File: config.mk
export PLATFORM = sky130hd
export DESIGN_NAME = lcf_pkt_framer
export DESIGN_NICKNAME = d
export VERILOG_FILES = /design/src/rtl/lcf_pkg.sv /design/src/rtl/lcf_rx_align.sv /design/src/rtl/lcf_tx_serial.sv /design/src/rtl/lcf_pkt_framer.sv
export SDC_FILE = /design/constraint.sdc
export NUM_CORES = 1
export LEC_CHECK = 0
export ABC_AREA = 1
export BUFFER_PORTS_ARGS = -buffer_cell sky130_fd_sc_hd__buf_2
export CAP_MARGIN = 20
export CELL_PAD_IN_SITES_DETAIL_PLACEMENT = 2
export CELL_PAD_IN_SITES_GLOBAL_PLACEMENT = 2
export CORE_MARGIN = 4
export CORE_UTILIZATION = 31
export CTS_BUF_LIST = sky130_fd_sc_hd__clkbuf_4 sky130_fd_sc_hd__clkbuf_8
export CTS_CLUSTER_DIAMETER = 100
export CTS_CLUSTER_SIZE = 25
export DETAILED_ROUTE_END_ITERATION = 10
export GPL_ROUTABILITY_DRIVEN = 0
export HOLD_SLACK_MARGIN = 0.12
export MAX_ROUTING_LAYER = met4
export PLACE_DENSITY = 0.74
export SLEW_MARGIN = 20
export SYNTH_ARGS = -nofsm -noshare
export SYNTH_HDL_FRONTEND = slang
export SYNTH_SLANG_ARGS = --single-unit
File: constraint.sdc
create_clock -name clk -period 2.9 [get_ports clk]
set_clock_uncertainty 0.1 [all_clocks]
set_input_delay 0.145 -clock clk [delete_from_list [all_inputs] [get_ports clk]]
set_output_delay 0.145 -clock clk [all_outputs]
set_load 0.01 [all_outputs]
File: src/rtl/lcf_pkg.sv
// Shared definitions for the doubled-line-code framer.
// Assumes: sync pattern is stored oldest bit in the MSB.
package lcf_pkg;
    typedef enum logic [1:0] {
        ST_HUNT,
        ST_HALF_A,
        ST_GAP,
        ST_HALF_B
    } rx_state_t;

    localparam int SYNC_LEN = 6;
    localparam logic [SYNC_LEN-1:0] SYNC_PAT = 6'b110100;
endpackage

File: src/rtl/lcf_rx_align.sv
// Receive side: hunts for the sync pattern, pairs line bits, checks the
// code, skips idle exchanges between halves and assembles the payload.
// Assumes: one line bit per xchg_i cycle; the first half opens with the
// sync pattern, whose first bit is a lead-in outside the half.
module lcf_rx_align
    import lcf_pkg::*;
#(
    parameter int PAY_BITS = 24
) (
    input  logic                clk,
    input  logic                rst_n,
    input  logic                xchg_i,
    input  logic                line_i,
    output logic                start_o,
    output logic                pkt_valid_o,
    output logic [PAY_BITS-1:0] pkt_data_o,
    output logic                code_err_o
);
    localparam int HALF_LINE = (2 * PAY_BITS) / 2;
    localparam int CNT_W     = $clog2(HALF_LINE);
    localparam int PRE_CNT   = SYNC_LEN - 1;

    rx_state_t            state;
    logic [SYNC_LEN-1:0]  hist;
    logic [CNT_W-1:0]     cnt;
    logic                 held;
    logic [PAY_BITS-1:0]  pay;
    logic [SYNC_LEN-1:0]  hist_nx;
    logic                 second;
    logic                 pair_bad;
    logic                 last;

    // Decode the current exchange: sync match, pair position and code check.
    always_comb begin
        hist_nx  = {hist[SYNC_LEN-2:0], line_i};
        start_o  = xchg_i && (state == ST_HUNT) && (hist_nx == SYNC_PAT);
        second   = cnt[0];
        pair_bad = second && (held == line_i);
        last     = (cnt == CNT_W'(HALF_LINE - 1));
    end

    // Framing state machine and payload accumulation.
    always_ff @(posedge clk) begin
        if (!rst_n) begin
            state       <= ST_HUNT;
            hist        <= '0;
            cnt         <= '0;
            held        <= 1'b0;
            pay         <= '0;
            pkt_valid_o <= 1'b0;
            pkt_data_o  <= '0;
            code_err_o  <= 1'b0;
        end else begin
            pkt_valid_o <= 1'b0;
            code_err_o  <= 1'b0;
            if (xchg_i) begin
                case (state)
                    ST_HUNT: begin
                        hist <= hist_nx;
                        if (start_o) begin
                            state <= ST_HALF_A;
                            cnt   <= CNT_W'(PRE_CNT);
                            held  <= SYNC_PAT[0];
                            pay   <= '0;
                        end
                    end
                    ST_HALF_A, ST_HALF_B: begin
                        cnt <= cnt + 1'b1;
                        if (pair_bad) begin
                            code_err_o <= 1'b1;
                            state      <= ST_HUNT;
                            hist       <= '0;
                        end else if (second) begin
                            pay <= {pay[PAY_BITS-2:0], line_i};
                            if (last && state == ST_HALF_A) begin
                                state <= ST_GAP;
                            end else if (last) begin
                                pkt_valid_o <= 1'b1;
                                pkt_data_o  <= {pay[PAY_BITS-2:0], line_i};
                                state       <= ST_HUNT;
                                hist        <= '0;
                            end
                        end else begin
                            held <= line_i;
                        end
                    end
                    ST_GAP: begin
                        if (!line_i) begin
                            state <= ST_HALF_B;
                            cnt   <= CNT_W'(1);
                            held  <= 1'b0;
                        end
                    end
                    default: state <= ST_HUNT;
                endcase
            end
        end
    end

    // a cycle without an exchange changes no state and emits no pulse.
    a_r9_idle_hold: assert property (@(posedge clk) disable iff (!rst_n)
        !xchg_i |=> ($stable(state) && !pkt_valid_o && !code_err_o));

    // a dropped packet never also completes.
    a_r5_err_excl: assert property (@(posedge clk) disable iff (!rst_n)
        !(pkt_valid_o && code_err_o));

    // the packet strobe lasts one cycle.
    a_r6_valid_pulse: assert property (@(posedge clk) disable iff (!rst_n)
        pkt_valid_o |=> !pkt_valid_o);

    // no recognition while a half is in flight.
    a_r3_no_restart: assert property (@(posedge clk) disable iff (!rst_n)
        (state == ST_HALF_A || state == ST_HALF_B) |-> !start_o);
endmodule

File: src/rtl/lcf_tx_serial.sv
// Reply side: captures the response word at first-half recognition,
// waits the configured lag, then sends it MSB first as 48 doubled line bits.
// Assumes: REPLY_LAG >= 1; reply line idles high.
module lcf_tx_serial #(
    parameter int PAY_BITS  = 24,
    parameter int REPLY_LAG = 1
) (
    input  logic                clk,
    input  logic                rst_n,
    input  logic                xchg_i,
    input  logic                start_i,
    input  logic [PAY_BITS-1:0] tx_data_i,
    output logic                reply_o
);
    localparam int LINE_TOT = 2 * PAY_BITS;
    localparam int CNT_W    = $clog2(LINE_TOT);
    localparam int LAG_W    = $clog2(REPLY_LAG + 1);

    logic                active;
    logic [LAG_W-1:0]    lag_left;
    logic                phase;
    logic [CNT_W-1:0]    line_cnt;
    logic [PAY_BITS-1:0] shreg;

    // Present the line bit for the current exchange.
    always_comb begin
        if (active && lag_left == '0) begin
            reply_o = phase ? shreg[PAY_BITS-1] : ~shreg[PAY_BITS-1];
        end else begin
            reply_o = 1'b1;
        end
    end

    // Advance the reply stream once per exchange.
    always_ff @(posedge clk) begin
        if (!rst_n) begin
            active   <= 1'b0;
            lag_left <= '0;
            phase    <= 1'b0;
            line_cnt <= '0;
            shreg    <= '0;
        end else if (xchg_i) begin
            if (start_i) begin
                active   <= 1'b1;
                lag_left <= LAG_W'(REPLY_LAG - 1);
                phase    <= 1'b0;
                line_cnt <= '0;
                shreg    <= tx_data_i;
            end else if (active) begin
                if (lag_left != '0) begin
                    lag_left <= lag_left - 1'b1;
                end else begin
                    phase    <= ~phase;
                    line_cnt <= line_cnt + 1'b1;
                    if (phase) begin
                        shreg <= {shreg[PAY_BITS-2:0], 1'b0};
                    end
                    if (line_cnt == CNT_W'(LINE_TOT - 1)) begin
                        active <= 1'b0;
                    end
                end
            end
        end
    end

    // a reply only begins from a recognition.
    a_r7_start_src: assert property (@(posedge clk) disable iff (!rst_n)
        $rose(active) |-> $past(start_i));

    // no reply bit is consumed during the lag slots.
    a_r7_lag_hold: assert property (@(posedge clk) disable iff (!rst_n)
        (active && lag_left != '0 && xchg_i && !start_i) |=> (line_cnt == $past(line_cnt)));
endmodule

File: src/rtl/lcf_pkt_framer.sv
// Top of the doubled-line-code framer: joins the receive aligner and
// the reply serializer around one exchange strobe.
// Assumes: host holds the line at 1 between halves.
module lcf_pkt_framer #(
    parameter int PAY_BITS  = 24,
    parameter int REPLY_LAG = 1
) (
    input  logic                clk,
    input  logic                rst_n,
    input  logic                xchg_i,
    input  logic                host_bit_i,
    input  logic [PAY_BITS-1:0] tx_data_i,
    output logic                reply_bit_o,
    output logic                pkt_valid_o,
    output logic [PAY_BITS-1:0] pkt_data_o,
    output logic                code_err_o
);
    logic start_w;

    lcf_rx_align #(.PAY_BITS(PAY_BITS)) u_rx (
        .clk         (clk),
        .rst_n       (rst_n),
        .xchg_i      (xchg_i),
        .line_i      (host_bit_i),
        .start_o     (start_w),
        .pkt_valid_o (pkt_valid_o),
        .pkt_data_o  (pkt_data_o),
        .code_err_o  (code_err_o)
    );

    lcf_tx_serial #(.PAY_BITS(PAY_BITS), .REPLY_LAG(REPLY_LAG)) u_tx (
        .clk       (clk),
        .rst_n     (rst_n),
        .xchg_i    (xchg_i),
        .start_i   (start_w),
        .tx_data_i (tx_data_i),
        .reply_o   (reply_bit_o)
    );

    // the line is high whenever the framer has just left reset.
    a_r8_reset_idle: assert property (@(posedge clk)
        !rst_n |=> reply_bit_o);
endmodule

==> results of run 1 <==
[report_power, final]
group / internal, W / leakage (nW) / switching (W)
clock: 0.000338 / 0.0923 / 0.000449
combinational: 0.0000534 / 1.56 / 0.0000635
sequential: 0.00129 / 0.758 / 0.00000510
[flip-flops by register name, indices dropped and copies added, names as in the netlist, 5 cells and up, named ones only]
name,flops
u_tx.shreg,24
u_rx.hist,5
u_rx.pkt_data_o,24
u_rx.pay,23
u_rx.cnt,5
u_tx.line_cnt,6
[repair_timing]
item / 4_1_cts / 5_1_grt
hold endpoints to repair: 28 / 0
setup endpoints to repair: 0 / 0
hold buffers: 27 / 0
[kinds of logic after synthesis]
logic type | after synthesis | synth area share, %
adder cells (fa/ha/maj) | 2 | 0.613
flip-flops | 94 | 46.1
XOR/XNOR | 3 | 0.644
buffers and inverters | 57 | 6.68
AND/OR/NAND/NOR | 357 | 36.7
AO/OA/AOI/OAI | 71 | 9.26
[metrics by stage]
stage	utilization (%)	std cells	area, sq um	total power, W	setup slack, ns
finish	38.3	830	4890	0.00220	0.722
global route	38.3	830	4890	0.00231	0.475
CTS	38.3	830	4890	0.00224	0.675
detailed placement	34.9	788	4450	0.00142	0.711
global placement	34.9	788	4450	0.00142	0.798
floorplan	-	584	4080	0.00138	1.25
[worst reg2reg max path, stage by stage, from the launching register on]
cell and delay (ns):
dfxtp_1 0.71, nor2_4 0.13, nand3_1 0.12, nor2_1 0.06
nand2_2 0.26, nand2_2 0.11, inv_2 0.36, nand2_1 0.12
a21oi_1 0.13
[layout make-up]
| cell class | count | share of cell area (%) |
|---|---|---|
| multi-input combinational | 433 | 39.4 |
| sequential | 94 | 38.5 |
| timing repair buffer | 89 | 12.3 |
| tap | 172 | 4.40 |
| clock buffer | 11 | 2.97 |
| inverter | 27 | 2.07 |
| clock inverter | 4 | 0.486 |
[path summary, 6_finish.rpt]
kind	from	end	slack, ns
worst max-delay path	u_rx.state[0]$_SDFFE_PN0P_	u_tx.shreg[0]$_SDFFE_PN0P_	0.72
worst min-delay path	u_tx.shreg[0]$_SDFFE_PN0P_	u_tx.shreg[0]$_SDFFE_PN0P_	0.38
worst max register to register	u_rx.state[0]$_SDFFE_PN0P_	u_tx.shreg[0]$_SDFFE_PN0P_	0.72
worst min register to register	u_tx.shreg[0]$_SDFFE_PN0P_	u_tx.shreg[0]$_SDFFE_PN0P_	0.38
[layer usage]
layer	wire (um)	global-route usage [%]	vias to the layer above
li1	-	-	2007
met1	5900	22.2	1985
met2	6080	31.2	58
met3	333	2.53	18
met4	221	6.44	0
met5	0	-	-
[layout by cell type (no fill, tap or decap), types with 4 or more instances in the layout]
master / netlist / routed
nor2_1: 118 / 118
dfxtp_1: 94 / 94
inv_2: 6 / 6
inv_1: 21 / 21
nand2_1: 154 / 154
buf_4: 2 / 8
buf_2: 7 / 54
a21oi_1: 17 / 17
clkbuf_8: 0 / 10
nand3_1: 70 / 70
o21ai_0: 47 / 47
nand2_2: 4 / 4
dlygate4sd3_1: 0 / 27
==> metrics.txt, run 1 <==
CP max stage delay=0.71 ns; net count after synthesis=614; Final ANT Viol Nets=0; total global routing overflow=0; Final Hold Viols=0; crit-path cells=nor2_4 -> nand3_1 -> nor2_1 -> nand2_2 -> nand2_2 -> inv_2 -> nand2_1 -> a21oi_1; fraction of layout cells with a size suffix above 1=14.4%; Arrival @ worst endpoint=2.38 ns; Initial DRC Count=217; pin count of the biggest net entering global routing=49; WL per Instance=15.1 um; CP bufs+invs=1; post-CTS setup buffers=0; # IOs=55; Required @ worst endpoint=3.10 ns; Slew Viols, Final=0; critical path depth in cells=8; cell mode on critical path=nand2_2; row cnt=41; number of vias per cell=4.90; # fillers=1522; Critical Path Fanout Max=24; clock latency on the worst-skew pair=0.36 ns; hpwl dp=8.62 mm; Max Buffers Root-to-Sink=2; HP Class=flip-flop to flip-flop; top cells by count, synth=nand2_1, nor2_1, dfxtp_1; routed wire length=12.5 mm; vias in the first global route=4426; fin crit share=75.1%; ys async rst share=0%; ys flop type=dfxtp_1; WHS Path Cells=2; cell depth of the worst flop-to-flop path=8; area occupied by multi-input gates=1930 sq um; initial antenna violation count=0; crit path time final=2.18 ns; post-synthesis sequential area ratio=46.1%; Area contributors post-synth=dfxtp_1, nand2_1, nor2_1; RSZ-0062 raised after global routing=no; Synth area leader=dfxtp_1; WHS=0.381 ns; critical path class=flip-flop to flip-flop; Fmax=0.459 GHz; TNS Setup=0 ns; Syn Std Cell Area=4080 sq um; initial core utilization=31.9%; Post-Syn Instances=584; number of synthesized flops with an enable pin=0; slew margin rel.=52.3%; register area=1880 sq um; buffers added on ports=54; Die ar.=15100 sq um; Die H=123 um; CTS Root Cell=clkbuf_8; CTS tree=built; CTS Sinks=94; Max Cap Viol=0; antenna cells=0; worst slew pin tran=0.714 ns; status=completed; P_leak=2.41 nW; Post-route DRC=0; critical path's top delay family=simple AND/OR/NAND/NOR gates; CTS clk-pin slew, worst paths=0.09 ns; Die X=123 um; CP startpoint kind=flip-flop; Pwr Density=450 nW/um^2; top-area cell type share of the netlist area=46.1%; Yosys Warn Count=0; top-count cell post-synth=nand2_1; Peak VDD IR=177 uV; Slowest-stage cell, CP=dfxtp_1; Clock H-tree levels=3; post-synthesis cell type count=30; core area=12800 sq um; setup violators final=0; first-pass GRT wire length=21.5 mm; final net count=684; TritonCTS buffer count=9; register bit total from synthesis=94; area grow syn2layout=19.9%; via count=4068; Total GRT Usage=18.3%; first-pass detailed-route iteration total=4; Post-CTS Resized=0; endpoint class of the critical path=flip-flop; Synth Area per Inst=6.99 sq um
(Power assumes the default switching activity.)
==> inputs of run 2 (changes only) <==
--- a/config.mk
+++ b/config.mk
@@ -11,7 +11,7 @@
 export CELL_PAD_IN_SITES_DETAIL_PLACEMENT = 2
 export CELL_PAD_IN_SITES_GLOBAL_PLACEMENT = 2
 export CORE_MARGIN = 4
-export CORE_UTILIZATION = 31
+export CORE_UTILIZATION = 30
 export CTS_BUF_LIST = sky130_fd_sc_hd__clkbuf_4 sky130_fd_sc_hd__clkbuf_8
 export CTS_CLUSTER_DIAMETER = 100
 export CTS_CLUSTER_SIZE = 25
@@ -19,7 +19,7 @@
 export GPL_ROUTABILITY_DRIVEN = 0
 export HOLD_SLACK_MARGIN = 0.12
 export MAX_ROUTING_LAYER = met4
-export PLACE_DENSITY = 0.74
+export PLACE_DENSITY = 0.75
 export SLEW_MARGIN = 20
 export SYNTH_ARGS = -nofsm -noshare
 export SYNTH_HDL_FRONTEND = slang
==> constraint.sdc (replaced) <==
create_clock -name clk -period 1.82 [get_ports clk]
set_clock_uncertainty 0.1 [all_clocks]
set_input_delay 0.091 -clock clk [delete_from_list [all_inputs] [get_ports clk]]
set_output_delay 0.091 -clock clk [all_outputs]
set_load 0.01 [all_outputs]
==> metrics.txt, run 2 (synthesized netlist as in run 1, its figures left out) <==
status=completed; initial core utilization=30.7%; Max Cap Viol=0; Worst R2R End=u_rx.held$_SDFFE_PN0P_; slew margin rel.=75.1%; hold path start=host_bit_i; critical path's top delay family=simple AND/OR/NAND/NOR gates; WHS=0.181 ns; total global routing overflow=0; # IOs=55; Peak VDD IR=287 uV; pin count of the biggest net entering global routing=32; WHS Path Cells=4; Initial DRC Count=135; Arrival @ worst endpoint=1.86 ns; Die H=125 um; via count=4137; CP startpoint kind=flip-flop; cell mode on critical path=nand2_1; setup violators final=0; Pwr Density=711 nW/um^2; reg2reg setup slack=0.13 ns; TritonCTS buffer count=9; HP Class=input port to flip-flop; # fillers=1570; fin crit share=92.8%; fraction of layout cells with a size suffix above 1=17.0%; Fmax=0.592 GHz; most common cell after layout, fill and taps aside=nand2_1; crit path capture=u_rx.held$_SDFFE_PN0P_; Final Hold Viols=0; critical path class=flip-flop to flip-flop; row cnt=42; Total GRT Usage=17.7%; Clock H-tree levels=3; CP bufs+invs=3; CTS clk-pin slew, worst paths=0.10 ns; cell depth of the worst flop-to-flop path=9; area grow syn2layout=23.9%; clock latency on the worst-skew pair=0.37 ns; final net count=694; core area=13300 sq um; crit-path cells=buf_6 -> inv_4 -> nand2_1 -> o21ai_0 -> inv_1 -> nand3_1 -> nand2_1 -> nand2_1 -> nor2_1; Die ar.=15500 sq um; routed wire length=13.1 mm; antenna cells=0; Slew Viols, Final=0; RSZ-0062 raised after global routing=yes; first-pass GRT wire length=22.3 mm; worst slew pin tran=0.373 ns; Total Power=0.00360 W; crit path from=u_rx.state[0]$_SDFFE_PN0P_; Max Buffers Root-to-Sink=2; r2r startpoint=u_rx.state[0]$_SDFFE_PN0P_; CTS Root Cell=clkbuf_8; commonest cells after routing, fill and taps aside=nand2_1, nor2_1, dfxtp_1, nand3_1, buf_2; Final ANT Viol Nets=0; P_leak=2.48 nW; endpoint class of the critical path=flip-flop; number of vias per cell=4.90; buffers added on ports=54; CTS tree=built; Largest regs=u_rx.pkt_data_o (24), u_tx.shreg (24), u_rx.pay (23); CP max stage delay=0.36 ns; hpwl dp=8.85 mm; WL per Instance=15.5 um; CTS Sinks=94; Die X=125 um; critical path depth in cells=9; vias in the first global route=4511; Post-route DRC=0; crit path time final=1.69 ns; first-pass detailed-route iteration total=4; initial antenna violation count=0; Slowest-stage cell, CP=dfxtp_2; Critical Path Fanout Max=10; Required @ worst endpoint=1.99 ns
-- run 2: cell count changes in the layout (fill, tap and decap cells not counted), sizes merged --
cell and change:
clkinv -1, inv +3, buf +10, clkinvlp +1, clkbuf -2
-- run 2: cell type report --
type	instances	area (sq um)	area share [%]
Multi-Input combinational cell	433	1960	38.7
Timing Repair Buffer	99	707	14.0
Inverter	27	109	2.15
Clock inverter	7	55.1	1.09
Sequential cell	94	1880	37.3
Tap cell	176	220	4.35
Clock buffer	9	124	2.45
-- run 2: repair_timing --
item / in CTS / in global routing
buffers inserted: 0 / 2
hold endpoints to repair: 33 / 0
pin swaps: 0 / 1
resized for setup: 1 / 19
setup endpoints to repair: 4 / 75
cloned: 0 / 0
hold buffers: 27 / 0
-- run 2: worst register-to-register path: stages, from the launching register on --
cell and delay, ns:
dfxtp_2 0.36, buf_6 0.15, inv_4 0.11, nand2_1 0.08, o21ai_0 0.23, inv_1 0.17
nand3_1 0.22, nand2_1 0.07, nand2_1 0.06, nor2_1 0.04
-- run 2: how the worst min path moves through the flow --
stage / to / slack [ns]
floorplan: u_rx.pkt_data_o[0]$_SDFFE_PN0P_ / 0.13
global placement: u_tx.shreg[21]$_SDFFE_PN0P_ / 0.29
detailed placement: u_tx.shreg[0]$_SDFFE_PN0P_ / 0.29
CTS: u_rx.code_err_o$_SDFF_PN0_ / 0.14
global route: u_rx.code_err_o$_SDFF_PN0_ / 0.19
finish: u_rx.code_err_o$_SDFF_PN0_ / 0.18
-- run 2: metal layers --
metal / vias to the layer above / share of wire (%) / GRT usage (%)
met4: 0 / 2.4 / 6.71
met3: 22 / 2.2 / 2.53
met2: 57 / 52 / 31.1
met1: 2027 / 44 / 20.4
met5: - / 0 / -
li1: 2031 / - / -
-- run 2: power by group --
part / internal (W) / total (W) / switching (W)
registers: 0.00206 / 0.00207 / 0.00000897
logic: 0.0000896 / 0.000201 / 0.000111
clock network: 0.000514 / 0.00132 / 0.000809
-- run 2: per-stage QoR --
step                      util, %  std cells  instance area, sq um  setup slack, ns  setup TNS, ns
final                        38.0        845                  5060            0.131              0
after global routing         38.0        845                  5060         -0.00543       -0.00543
after CTS                    37.5        843                  4980          0.00343              0
after detailed placement     34.1        800                  4530           0.0475              0
after global placement       34.1        800                  4530            0.124              0
after floorplan                 -        584                  4080            0.170              0
